## src/rtl/io_regs_pkg.sv

```systemverilog
package io_regs_pkg;
   localparam int HW = 16;

   typedef enum logic [2:0] {SK_RW, SK_WO, SK_SND, SK_STAT, SK_MASTER, SK_IF} slot_kind_e;

   localparam logic [1:0] SZ_BYTE = 2'd0;
   localparam logic [1:0] SZ_HALF = 2'd1;
   localparam logic [1:0] SZ_WORD = 2'd2;

   localparam int NSLOT      = 27;
   localparam int IDX_STAT   = 1;
   localparam int IDX_MASTER = 22;
   localparam int IDX_IE     = 24;
   localparam int IDX_IF     = 25;
   localparam int IDX_IME    = 26;
   localparam logic [11:0] LINE_ADDR = 12'h006;

   typedef struct packed {
      logic [11:0] addr;
      logic [15:0] wmask;
      logic [15:0] rstv;
      slot_kind_e  kind;
   } slot_desc_t;

   // Descriptor of each stored halfword; slot index order is exported.
   function automatic slot_desc_t slot_desc(input int i);
      slot_desc_t d;
      int k;
      d.addr  = 12'h000;
      d.wmask = 16'hFFFF;
      d.rstv  = 16'h0000;
      d.kind  = SK_RW;
      k = i - 2;
      if (i >= 2 && i <= 9) begin
         d.addr = 12'(32'h020 + (k / 4) * 16 + (k % 4) * 2);
         d.rstv = (k % 4 == 0 || k % 4 == 3) ? 16'h0100 : 16'h0000;
         d.kind = SK_WO;
      end else begin
         case (i)
            0:  d.rstv = 16'h0080;
            1:  begin d.addr = 12'h004; d.wmask = 16'hFFF8; d.kind = SK_STAT; end
            10: begin d.addr = 12'h060; d.wmask = 16'h007F; d.kind = SK_SND; end
            11: begin d.addr = 12'h062; d.kind = SK_SND; end
            12: begin d.addr = 12'h064; d.wmask = 16'h47FF; d.kind = SK_SND; end
            13: begin d.addr = 12'h068; d.kind = SK_SND; end
            14: begin d.addr = 12'h06C; d.wmask = 16'h47FF; d.kind = SK_SND; end
            15: begin d.addr = 12'h070; d.wmask = 16'h00E0; d.kind = SK_SND; end
            16: begin d.addr = 12'h072; d.wmask = 16'hE03F; d.kind = SK_SND; end
            17: begin d.addr = 12'h074; d.wmask = 16'h47FF; d.kind = SK_SND; end
            18: begin d.addr = 12'h078; d.wmask = 16'hFF3F; d.kind = SK_SND; end
            19: begin d.addr = 12'h07C; d.wmask = 16'h40FF; d.kind = SK_SND; end
            20: begin d.addr = 12'h080; d.wmask = 16'hFF77; d.kind = SK_SND; end
            21: begin d.addr = 12'h082; d.wmask = 16'h770F; end
            22: begin d.addr = 12'h084; d.wmask = 16'h0080; d.kind = SK_MASTER; end
            23: begin d.addr = 12'h088; d.rstv = 16'h0200; end
            24: d.addr = 12'h200;
            25: begin d.addr = 12'h202; d.kind = SK_IF; end
            26: d.addr = 12'h208;
            default: ;
         endcase
      end
      return d;
   endfunction

   function automatic logic is_zero_hole(input logic [11:0] a);
      case (a)
         12'h066, 12'h06E, 12'h076, 12'h07A, 12'h07E, 12'h086,
         12'h08A, 12'h136, 12'h142, 12'h15A, 12'h206: return 1'b1;
         default: return 1'b0;
      endcase
   endfunction
endpackage

```

## src/rtl/io_lane_split.sv

```systemverilog
module io_lane_split
   import io_regs_pkg::*;
#(
   parameter int ADDR_W = 10
) (
   input  logic              req,
   input  logic              we,
   input  logic [1:0]        size,
   input  logic [ADDR_W-1:0] addr,
   input  logic [31:0]       wdata,
   input  logic [15:0]       raw_lo,
   output logic [ADDR_W-1:0] a0,
   output logic [ADDR_W-1:0] a1,
   output logic              p0_v,
   output logic [15:0]       p0_d,
   output logic              p1_v,
   output logic [15:0]       p1_d
);
   logic is_word;
   assign is_word = (size == SZ_WORD);
   assign a0 = is_word ? {addr[ADDR_W-1:2], 2'b00} : {addr[ADDR_W-1:1], 1'b0};
   assign a1 = {a0[ADDR_W-1:2], 2'b10};

   always_comb begin
      p0_v = req && we;
      p1_v = req && we && is_word;
      p1_d = wdata[31:16];
      if (size == SZ_BYTE)
         p0_d = addr[0] ? {wdata[7:0], raw_lo[7:0]} : {raw_lo[15:8], wdata[7:0]};
      else
         p0_d = wdata[15:0];
   end
endmodule

```

## src/rtl/io_slot.sv

```systemverilog
module io_slot
   import io_regs_pkg::*;
#(
   parameter int          ADDR_W    = 10,
   parameter int          SLOT_ADDR = 0,
   parameter logic [15:0] WMASK     = 16'hFFFF,
   parameter logic [15:0] RSTV      = 16'h0000,
   parameter slot_kind_e  KIND      = SK_RW
) (
   input  logic              clk,
   input  logic              rst_n,
   input  logic              p0_v,
   input  logic [ADDR_W-1:0] p0_a,
   input  logic [15:0]       p0_d,
   input  logic              p1_v,
   input  logic [ADDR_W-1:0] p1_a,
   input  logic [15:0]       p1_d,
   input  logic [15:0]       irq_set,
   output logic [15:0]       q
);
   localparam logic [ADDR_W-1:0] MY_A = ADDR_W'(SLOT_ADDR);
   logic hit0, hit1, hit;
   logic [15:0] val;
   assign hit0 = p0_v && (p0_a == MY_A);
   assign hit1 = p1_v && (p1_a == MY_A);
   assign hit  = hit0 || hit1;
   assign val  = hit0 ? p0_d : p1_d;

   generate
      if (KIND == SK_IF) begin : g_flag
         logic armed;
         always_ff @(posedge clk or negedge rst_n) begin
            if (!rst_n) begin
               q     <= RSTV;
               armed <= 1'b0;
            end else begin
               q     <= (q & ~(hit ? (val & WMASK) : 16'h0)) | irq_set;
               armed <= 1'b1;
            end
         end
         AST_FLAG_W1C: assert property (@(posedge clk) disable iff (!rst_n)
            (hit && irq_set == 16'h0) |=> q == ($past(q) & ~$past(val)));
         AST_SET_WINS: assert property (@(posedge clk) disable iff (!rst_n)
            armed |-> ((q & $past(irq_set)) == $past(irq_set)));
      end else if (KIND == SK_MASTER) begin : g_master
         logic unused_set;
         assign unused_set = ^irq_set;
         always_ff @(posedge clk or negedge rst_n) begin
            if (!rst_n)   q <= RSTV;
            else if (hit) q <= (val & WMASK) | (q & 16'h000F);
         end
         AST_MASTER_BIT: assert property (@(posedge clk) disable iff (!rst_n)
            hit |=> (q[7] == $past(val[7]) && q[3:0] == $past(q[3:0])));
      end else begin : g_plain
         logic unused_set;
         assign unused_set = ^irq_set;
         always_ff @(posedge clk or negedge rst_n) begin
            if (!rst_n)   q <= RSTV;
            else if (hit) q <= val & WMASK;
         end
      end
   endgenerate
endmodule

```

## src/rtl/io_pair.sv

```systemverilog
module io_pair #(
   parameter int ADDR_W  = 10,
   parameter int LO_ADDR = 'h0B0
) (
   input  logic              clk,
   input  logic              rst_n,
   input  logic              p0_v,
   input  logic [ADDR_W-1:0] p0_a,
   input  logic [15:0]       p0_d,
   input  logic              p1_v,
   input  logic [ADDR_W-1:0] p1_a,
   input  logic [15:0]       p1_d,
   output logic [31:0]       q,
   output logic              upd
);
   localparam logic [ADDR_W-1:0] LO_A = ADDR_W'(LO_ADDR);
   localparam logic [ADDR_W-1:0] HI_A = ADDR_W'(LO_ADDR + 2);
   logic lo0, lo1, hi0, hi1, hit_lo, hit_hi;
   assign lo0 = p0_v && p0_a == LO_A;
   assign lo1 = p1_v && p1_a == LO_A;
   assign hi0 = p0_v && p0_a == HI_A;
   assign hi1 = p1_v && p1_a == HI_A;
   assign hit_lo = lo0 || lo1;
   assign hit_hi = hi0 || hi1;

   always_ff @(posedge clk or negedge rst_n) begin
      if (!rst_n) begin
         q   <= '0;
         upd <= 1'b0;
      end else begin
         if (hit_lo) q[15:0]  <= lo0 ? p0_d : p1_d;
         if (hit_hi) q[31:16] <= hi0 ? p0_d : p1_d;
         upd <= hit_lo || hit_hi;
      end
   end

   AST_PAIR_KEEP_HI: assert property (@(posedge clk) disable iff (!rst_n)
      (hit_lo && !hit_hi) |=> q[31:16] == $past(q[31:16]));
endmodule

```

## src/rtl/io_hw_lookup.sv

```systemverilog
module io_hw_lookup
   import io_regs_pkg::*;
#(
   parameter int ADDR_W         = 10,
   parameter int NUM_PAIRS      = 4,
   parameter int PAIR_BASE      = 'h0B0,
   parameter int LINE_W         = 8,
   parameter bit PAIR_READ_OPEN = 1'b1
) (
   input  logic [ADDR_W-1:0]       addr,
   input  logic [NSLOT*16-1:0]     slot_q,
   input  logic [NUM_PAIRS*32-1:0] pair_q,
   input  logic [2:0]              stat_bits,
   input  logic [LINE_W-1:0]       line_cnt,
   input  logic                    snd_on,
   input  logic [15:0]             obus_val,
   output logic [15:0]             raw,
   output logic [15:0]             vis,
   output logic                    is_snd
);
   always_comb begin
      slot_desc_t d;
      logic [15:0] sq;
      raw    = '0;
      is_snd = 1'b0;
      vis    = is_zero_hole(12'(addr)) ? 16'h0 : obus_val;
      if (addr == ADDR_W'(LINE_ADDR)) vis = 16'(line_cnt);
      for (int i = 0; i < NSLOT; i++) begin
         d  = slot_desc(i);
         sq = slot_q[i*16 +: 16];
         if (addr == ADDR_W'(d.addr)) begin
            raw = sq;
            case (d.kind)
               SK_WO:   vis = obus_val;
               SK_STAT: vis = {sq[15:3], stat_bits};
               SK_SND:  begin vis = snd_on ? sq : 16'h0; is_snd = 1'b1; end
               default: vis = sq;
            endcase
         end
      end
      for (int p = 0; p < NUM_PAIRS; p++) begin
         if (addr == ADDR_W'(PAIR_BASE + 4 * p)) begin
            raw = pair_q[p*32 +: 16];
            vis = PAIR_READ_OPEN ? obus_val : pair_q[p*32 +: 16];
         end
         if (addr == ADDR_W'(PAIR_BASE + 4 * p + 2)) begin
            raw = pair_q[p*32+16 +: 16];
            vis = PAIR_READ_OPEN ? obus_val : pair_q[p*32+16 +: 16];
         end
      end
   end
endmodule

```

## src/rtl/io_reg_frontend.sv

```systemverilog
module io_reg_frontend
   import io_regs_pkg::*;
#(
   parameter int ADDR_W         = 10,
   parameter int NUM_PAIRS      = 4,
   parameter int PAIR_BASE      = 'h0B0,
   parameter int LINE_W         = 8,
   parameter bit PAIR_READ_OPEN = 1'b1
) (
   input  logic                    clk,
   input  logic                    rst_n,
   input  logic                    bus_req,
   input  logic                    bus_we,
   input  logic [1:0]              bus_size,
   input  logic [ADDR_W-1:0]       bus_addr,
   input  logic [31:0]             bus_wdata,
   output logic [31:0]             bus_rdata,
   input  logic [15:0]             obus_val,
   input  logic [2:0]              stat_bits,
   input  logic [LINE_W-1:0]       line_cnt,
   input  logic [15:0]             irq_set,
   output logic                    irq_pend,
   output logic                    snd_on,
   output logic [NSLOT*16-1:0]     slot_q,
   output logic [NUM_PAIRS*32-1:0] pair_val,
   output logic [NUM_PAIRS-1:0]    pair_upd
);
   localparam slot_desc_t D_IME  = slot_desc(IDX_IME);
   localparam slot_desc_t D_STAT = slot_desc(IDX_STAT);
   localparam logic [ADDR_W-1:0] IME_A  = ADDR_W'(D_IME.addr);
   localparam logic [ADDR_W-1:0] STAT_A = ADDR_W'(D_STAT.addr);

   if (ADDR_W < 10 || ADDR_W > 12) begin : g_bad_aw
      $error("ADDR_W must be 10..12");
   end
   if (NUM_PAIRS < 1 || NUM_PAIRS > 8) begin : g_bad_np
      $error("NUM_PAIRS must be 1..8");
   end
   if (PAIR_BASE < 'h0A0 || PAIR_BASE + 4 * NUM_PAIRS > 'h100 || PAIR_BASE % 4 != 0) begin : g_bad_pb
      $error("pair window must be 4-aligned inside 0x0A0..0x0FF");
   end
   if (LINE_W < 1 || LINE_W > 16) begin : g_bad_lw
      $error("LINE_W must be 1..16");
   end

   logic [ADDR_W-1:0] a0, a1;
   logic        p0_v, p1_v;
   logic [15:0] p0_d, p1_d;
   logic [15:0] raw0, vis0, vis1, unused_raw1;
   logic        snd0, unused_snd1;

   io_lane_split #(.ADDR_W(ADDR_W)) u_split (
      .req(bus_req), .we(bus_we), .size(bus_size), .addr(bus_addr), .wdata(bus_wdata),
      .raw_lo(raw0), .a0(a0), .a1(a1), .p0_v(p0_v), .p0_d(p0_d), .p1_v(p1_v), .p1_d(p1_d)
   );

   for (genvar g = 0; g < NSLOT; g++) begin : g_slot
      localparam slot_desc_t D = slot_desc(g);
      io_slot #(
         .ADDR_W(ADDR_W), .SLOT_ADDR(int'(D.addr)), .WMASK(D.wmask), .RSTV(D.rstv), .KIND(D.kind)
      ) u_slot (
         .clk(clk), .rst_n(rst_n),
         .p0_v(p0_v), .p0_a(a0), .p0_d(p0_d),
         .p1_v(p1_v), .p1_a(a1), .p1_d(p1_d),
         .irq_set(irq_set), .q(slot_q[g*16 +: 16])
      );
   end

   for (genvar p = 0; p < NUM_PAIRS; p++) begin : g_pair
      io_pair #(.ADDR_W(ADDR_W), .LO_ADDR(PAIR_BASE + 4 * p)) u_pair (
         .clk(clk), .rst_n(rst_n),
         .p0_v(p0_v), .p0_a(a0), .p0_d(p0_d),
         .p1_v(p1_v), .p1_a(a1), .p1_d(p1_d),
         .q(pair_val[p*32 +: 32]), .upd(pair_upd[p])
      );
   end

   io_hw_lookup #(
      .ADDR_W(ADDR_W), .NUM_PAIRS(NUM_PAIRS), .PAIR_BASE(PAIR_BASE),
      .LINE_W(LINE_W), .PAIR_READ_OPEN(PAIR_READ_OPEN)
   ) u_look0 (
      .addr(a0), .slot_q(slot_q), .pair_q(pair_val), .stat_bits(stat_bits),
      .line_cnt(line_cnt), .snd_on(snd_on), .obus_val(obus_val),
      .raw(raw0), .vis(vis0), .is_snd(snd0)
   );
   io_hw_lookup #(
      .ADDR_W(ADDR_W), .NUM_PAIRS(NUM_PAIRS), .PAIR_BASE(PAIR_BASE),
      .LINE_W(LINE_W), .PAIR_READ_OPEN(PAIR_READ_OPEN)
   ) u_look1 (
      .addr(a1), .slot_q(slot_q), .pair_q(pair_val), .stat_bits(stat_bits),
      .line_cnt(line_cnt), .snd_on(snd_on), .obus_val(obus_val),
      .raw(unused_raw1), .vis(vis1), .is_snd(unused_snd1)
   );

   assign snd_on   = slot_q[IDX_MASTER*16 + 7];
   assign irq_pend = slot_q[IDX_IME*16] &&
                     |(slot_q[IDX_IE*16 +: 16] & slot_q[IDX_IF*16 +: 16]);

   always_ff @(posedge clk or negedge rst_n) begin
      if (!rst_n) begin
         bus_rdata <= '0;
      end else if (bus_req && !bus_we) begin
         case (bus_size)
            SZ_BYTE: bus_rdata <= {24'h0, bus_addr[0] ? vis0[15:8] : vis0[7:0]};
            SZ_WORD: bus_rdata <= {vis1, vis0};
            default: bus_rdata <= {16'h0, vis0};
         endcase
      end
   end

   AST_SND_GATED: assert property (@(posedge clk) disable iff (!rst_n)
      (bus_req && !bus_we && bus_size == SZ_HALF && snd0 && !snd_on) |=> bus_rdata == 32'h0);
   AST_STAT_LIVE: assert property (@(posedge clk) disable iff (!rst_n)
      (bus_req && !bus_we && bus_size == SZ_HALF && a0 == STAT_A) |=> bus_rdata[2:0] == $past(stat_bits));
   AST_IME_OFF: assert property (@(posedge clk) disable iff (!rst_n)
      (bus_req && bus_we && bus_size == SZ_HALF && a0 == IME_A && !bus_wdata[0]) |=> !irq_pend);
   AST_PAIR_ONEHOT: assert property (@(posedge clk) disable iff (!rst_n)
      $onehot0(pair_upd));
endmodule

```

## config.mk

```make
export PLATFORM = sky130hd
export DESIGN_NAME = io_reg_frontend
export DESIGN_NICKNAME = d
export VERILOG_FILES = /design/src/rtl/io_regs_pkg.sv /design/src/rtl/io_lane_split.sv /design/src/rtl/io_slot.sv /design/src/rtl/io_pair.sv /design/src/rtl/io_hw_lookup.sv /design/src/rtl/io_reg_frontend.sv
export SDC_FILE = /design/constraint.sdc
export NUM_CORES = 2
export LEC_CHECK = 0
export BUFFER_PORTS_ARGS = -buffer_cell sky130_fd_sc_hd__buf_2
export CELL_PAD_IN_SITES_DETAIL_PLACEMENT = 0
export CELL_PAD_IN_SITES_GLOBAL_PLACEMENT = 1
export CORE_AREA = 2 2 293 440
export CTS_BUF_LIST = sky130_fd_sc_hd__clkbuf_4 sky130_fd_sc_hd__clkbuf_8
export CTS_CLUSTER_DIAMETER = 30
export DETAILED_ROUTE_END_ITERATION = 16
export DIE_AREA = 0 0 295 442
export PLACE_DENSITY_LB_ADDON = 0.1
export SYNTH_ARGS = -nofsm -noshare
export SYNTH_HDL_FRONTEND = slang
export SYNTH_SLANG_ARGS = --single-unit
```

## constraint.sdc

```tcl
create_clock -name clk -period 6.4 [get_ports clk]
set_clock_uncertainty 0.15 [all_clocks]
set_input_delay 0.32 -clock clk [delete_from_list [all_inputs] [get_ports clk]]
set_output_delay 0.32 -clock clk [all_outputs]
set_load 0.05 [all_outputs]
```

==> results.sh <==
export IMPL_outcome="finished clean"
export IMPL_end_kind="flip-flop"
export IMPL_reg2reg_from="g_slot[0].u_slot.q[12]"
export IMPL_ant_nets=0
export IMPL_cts_tree="yes"
export IMPL_synth_top_cell_area_share_pct=40.8
export IMPL_dieWidth_um=295
export IMPL_chipHeight_um=442
export IMPL_synthFlopType="dfrtp_1"
export IMPL_p_comb_share_pct=16.8
export IMPL_synth_compound_area_share_pct=30.3
export IMPL_place_gp_congestion=1.06
export IMPL_initial_utilization_pct=24.9
export IMPL_ys_ff_latch=520
export IMPL_tightest_slew_ps=1450
export IMPL_netlist_area_sq_um=31500
export IMPL_worstSetupStartpointType="input pin"
export IMPL_h_tree_depth=4
export IMPL_crit_required_ps=7010
export IMPL_muxShareOfSynthArea_pct=4.43
export IMPL_hold_path_startpoint="line_cnt[4]"
export IMPL_synth_xor_area_share_pct=0.0834
export IMPL_grt_usage_pct=39.8
export IMPL_multiInputGateArea_sq_um=16800
export IMPL_cts_resized=0
export IMPL_grt_overflow=0
export IMPL_drive_gt1_share_pct=28.9
export IMPL_n_fill_cell=13600
export IMPL_timing_final_crit_share_pct=84.4
export IMPL_first_pass_iters=6
export IMPL_pwr_density_cell_nw_per_um2=245
export IMPL_path_clk_slew_ps=50
export IMPL_rsz0062_at_grt="false"
export IMPL_maxSlewViolCount=0
export IMPL_numCtsBuffers=130
export IMPL_p_sw_w=0.00341
export IMPL_holdPathStages=5
export IMPL_finalSetupTns_ps=0
export IMPL_wl_per_cell_um=43.1
export IMPL_cap_violations=0
export IMPL_worstPathMaxFanout=28
export IMPL_synth_seq_area_share_pct=41.3
export IMPL_drc=0
export IMPL_clock_sinks=520
export IMPL_clockBufferDepth=3
export IMPL_pwr_share_clk_pct=47.7
export IMPL_cp_arrival_ps=6010
export IMPL_reg2reg_to="g_slot[25].u_slot.q[12]"
export IMPL_fin_nets=4466
export IMPL_synth_simple_area_share_pct=16.6
export IMPL_ys_types=102
export IMPL_core_area_sq_um=126000
export IMPL_synth_cells=3677
export IMPL_insertion_delay_ps=920
export IMPL_grt_max_degree=145
export IMPL_power_internal_w=0.00655
export IMPL_slew_headroom_pct=2.85
export IMPL_sequentialPowerShare_pct=35.5
export IMPL_syn_area_per_cell_sq_um=8.57
export IMPL_synth_top_family_by_area="compound AO/OA/AOI/OAI gates"
export IMPL_yosys_top_cells_area="dfrtp_1 (41%), nand2_1 (6.3%), o21ai_0 (6.2%)"
export IMPL_hold_class="in -> reg"
export IMPL_swShare_pct=34.3
export IMPL_synth_warnings=0
export IMPL_grt_pass1_wl_um=348000
export IMPL_grt_pass1_vias=35500
export IMPL_peakVddDrop_mv=0.227
export IMPL_num_rows=160
export IMPL_synthArstFlopShare_pct=100
export IMPL_setup_violations=0
export IMPL_holdPathEnd="bus_rdata[20]"
export IMPL_yosysMostFrequentCell="nand2_1"
export IMPL_synth_adder_area_share_pct=0
export IMPL_antenna_found_initial=20
export IMPL_fp_dieArea_sq_um=130000
export IMPL_via_per_inst=6.09
export IMPL_ios=689
export IMPL_synth_edf_count=0
export IMPL_syn2layout_area_growth_pct=29.1
export IMPL_synth_common_cells="nand2_1 (525), dfrtp_1 (514), o21ai_0 (391)"
export IMPL_post_dp_hpwl_um=201000
export IMPL_fin_util_pct=32.2
export IMPL_fin_crit_ps=5400
export IMPL_critPathKind="in -> reg"
export IMPL_stdcell_count=6189
export IMPL_p_leak_nw=18.8
export IMPL_reg2reg_slack_ps=1920
export IMPL_timing_fmax_mhz=185
export IMPL_numPortBuffers=612
export IMPL_yosys_area_top_type="dfrtp_1"
export IMPL_hold_viol_final=0
export IMPL_dp_cells=5872
export IMPL_seq_area_sq_um=13000
export IMPL_clockRootBuffer="clkbuf_8"
export IMPL_reg2reg_depth=10
export IMPL_dr_total_vias=37700
export IMPL_finalWirelength_um=267000
export IMPL_drt_initial_drc_count=5118
==> kinds of logic (layout without fill, tap and decap cells) <==
| logic type | after synthesis | in the layout |
|---|---|---|
| other | 1 | 87 |
| xor gates and xnor gates | 3 | 3 |
| AOI/OAI and AO/OA | 1457 | 1457 |
| buffers and inverters | 438 | 1163 |
| and+or+nand+nor | 1136 | 1136 |
| DFF | 520 | 520 |
| muxes | 122 | 122 |
==> layout by cell type (no fill, tap or decap), drive strengths merged, types with 76 or more instances in the layout <==
cell type / count
nand3: 92
dfrtp: 514
conb: 76
o21ai: 508
buf: 840
nor2: 230
clkbuf: 173
mux2: 90
a211oi: 90
a21oi: 289
nand2: 527
==> power groups by stage <==
| stage | Combinational (W) | Sequential, W | Clock [W] |
|---|---|---|---|
| 5_1_grt | 0.00169 | 0.00353 | 0.00495 |
| 3_3_place_gp | 0.00159 | 0.00359 | 0 |
| 4_1_cts | 0.00163 | 0.00353 | 0.00481 |
| 2_1_floorplan | 0.000575 | 0.00379 | 0 |
| 3_5_place_dp | 0.00159 | 0.00358 | 0 |
| 6_report | 0.00168 | 0.00354 | 0.00475 |
==> through the flow <==
stage          hold slack [ps]  power, W  instance area [sq um]  worst slack (ps)
3_5_place_dp               212   0.00518                  36900               849
2_1_floorplan             -126   0.00436                  31800              3430
4_1_cts                   2.25   0.00997                  40600              1420
5_1_grt                   56.7    0.0102                  40600              1160
6_report                  65.5   0.00996                  40600               996
3_3_place_gp               215   0.00518                  36900               507
==> worst max-delay path, cell delays in order <==
cell	delay, ps
buf_4	440
inv_2	470
buf_4	360
o21ai_1	940
o22ai_1	310
o21ai_0	470
a31oi_1	330
a311o_1	460
o311a_2	670
buf_4	330
o31a_1	240
dlygate4sd3_1	550
==> timing repair <==
item	4_1_cts	5_1_grt
endpoints found under the setup margin	0	0
endpoints found under the hold margin	304	0
buffers inserted	0	0
hold buffers	69	0
==> routing by layer <==
metal | part of all wire (%) | up-vias | wire length [um] | GRT usage [%]
met4 | 8.4 | 12 | 22400 | 28.2
met5 | 0.031 | - | 82 | 0
met2 | 45 | 2795 | 119000 | 61.5
li1 | - | 15000 | - | -
met1 | 39 | 19200 | 104000 | 49.4
met3 | 8.1 | 711 | 21600 | 7.87
==> cell type report <==
| class | instances | share of cell area (%) |
|---|---|---|
| multi-input cells | 2794 | 41.3 |
| flip-flops and latches | 520 | 32.0 |
| repair buffers | 909 | 14.0 |
| clock buffers | 172 | 5.55 |
| well taps | 1701 | 5.24 |
| clock inverters | 62 | 1.72 |
| inverters | 20 | 0.185 |
| diodes | 11 | 0.0677 |
==> state kept, by name (all words and copies together), names as in the netlist <==
| name | flops |
|---|---|
| bus_rdata | 32 |
| g_pair.u_pair.q | 128 |
| g_pair.u_pair.upd | 4 |
| g_slot.u_slot.q | 356 |
==> worst max path at each step <==
stage,start,end,slack (ps),cells after the start
3_3_place_gp,bus_addr[1],g_slot[8].u_slot.q[9],510,11
4_1_cts,bus_addr[1],g_slot[25].u_slot.q[2],1420,12
3_5_place_dp,bus_addr[9],g_slot[13].u_slot.q[4],850,11
6_report,bus_addr[1],g_slot[25].u_slot.q[2],1000,12
5_1_grt,bus_addr[1],g_slot[25].u_slot.q[2],1160,12
2_1_floorplan,bus_addr[9],g_slot[25].u_slot.q[3],3430,11
No activity file was read; power rests on OpenSTA's default activity.
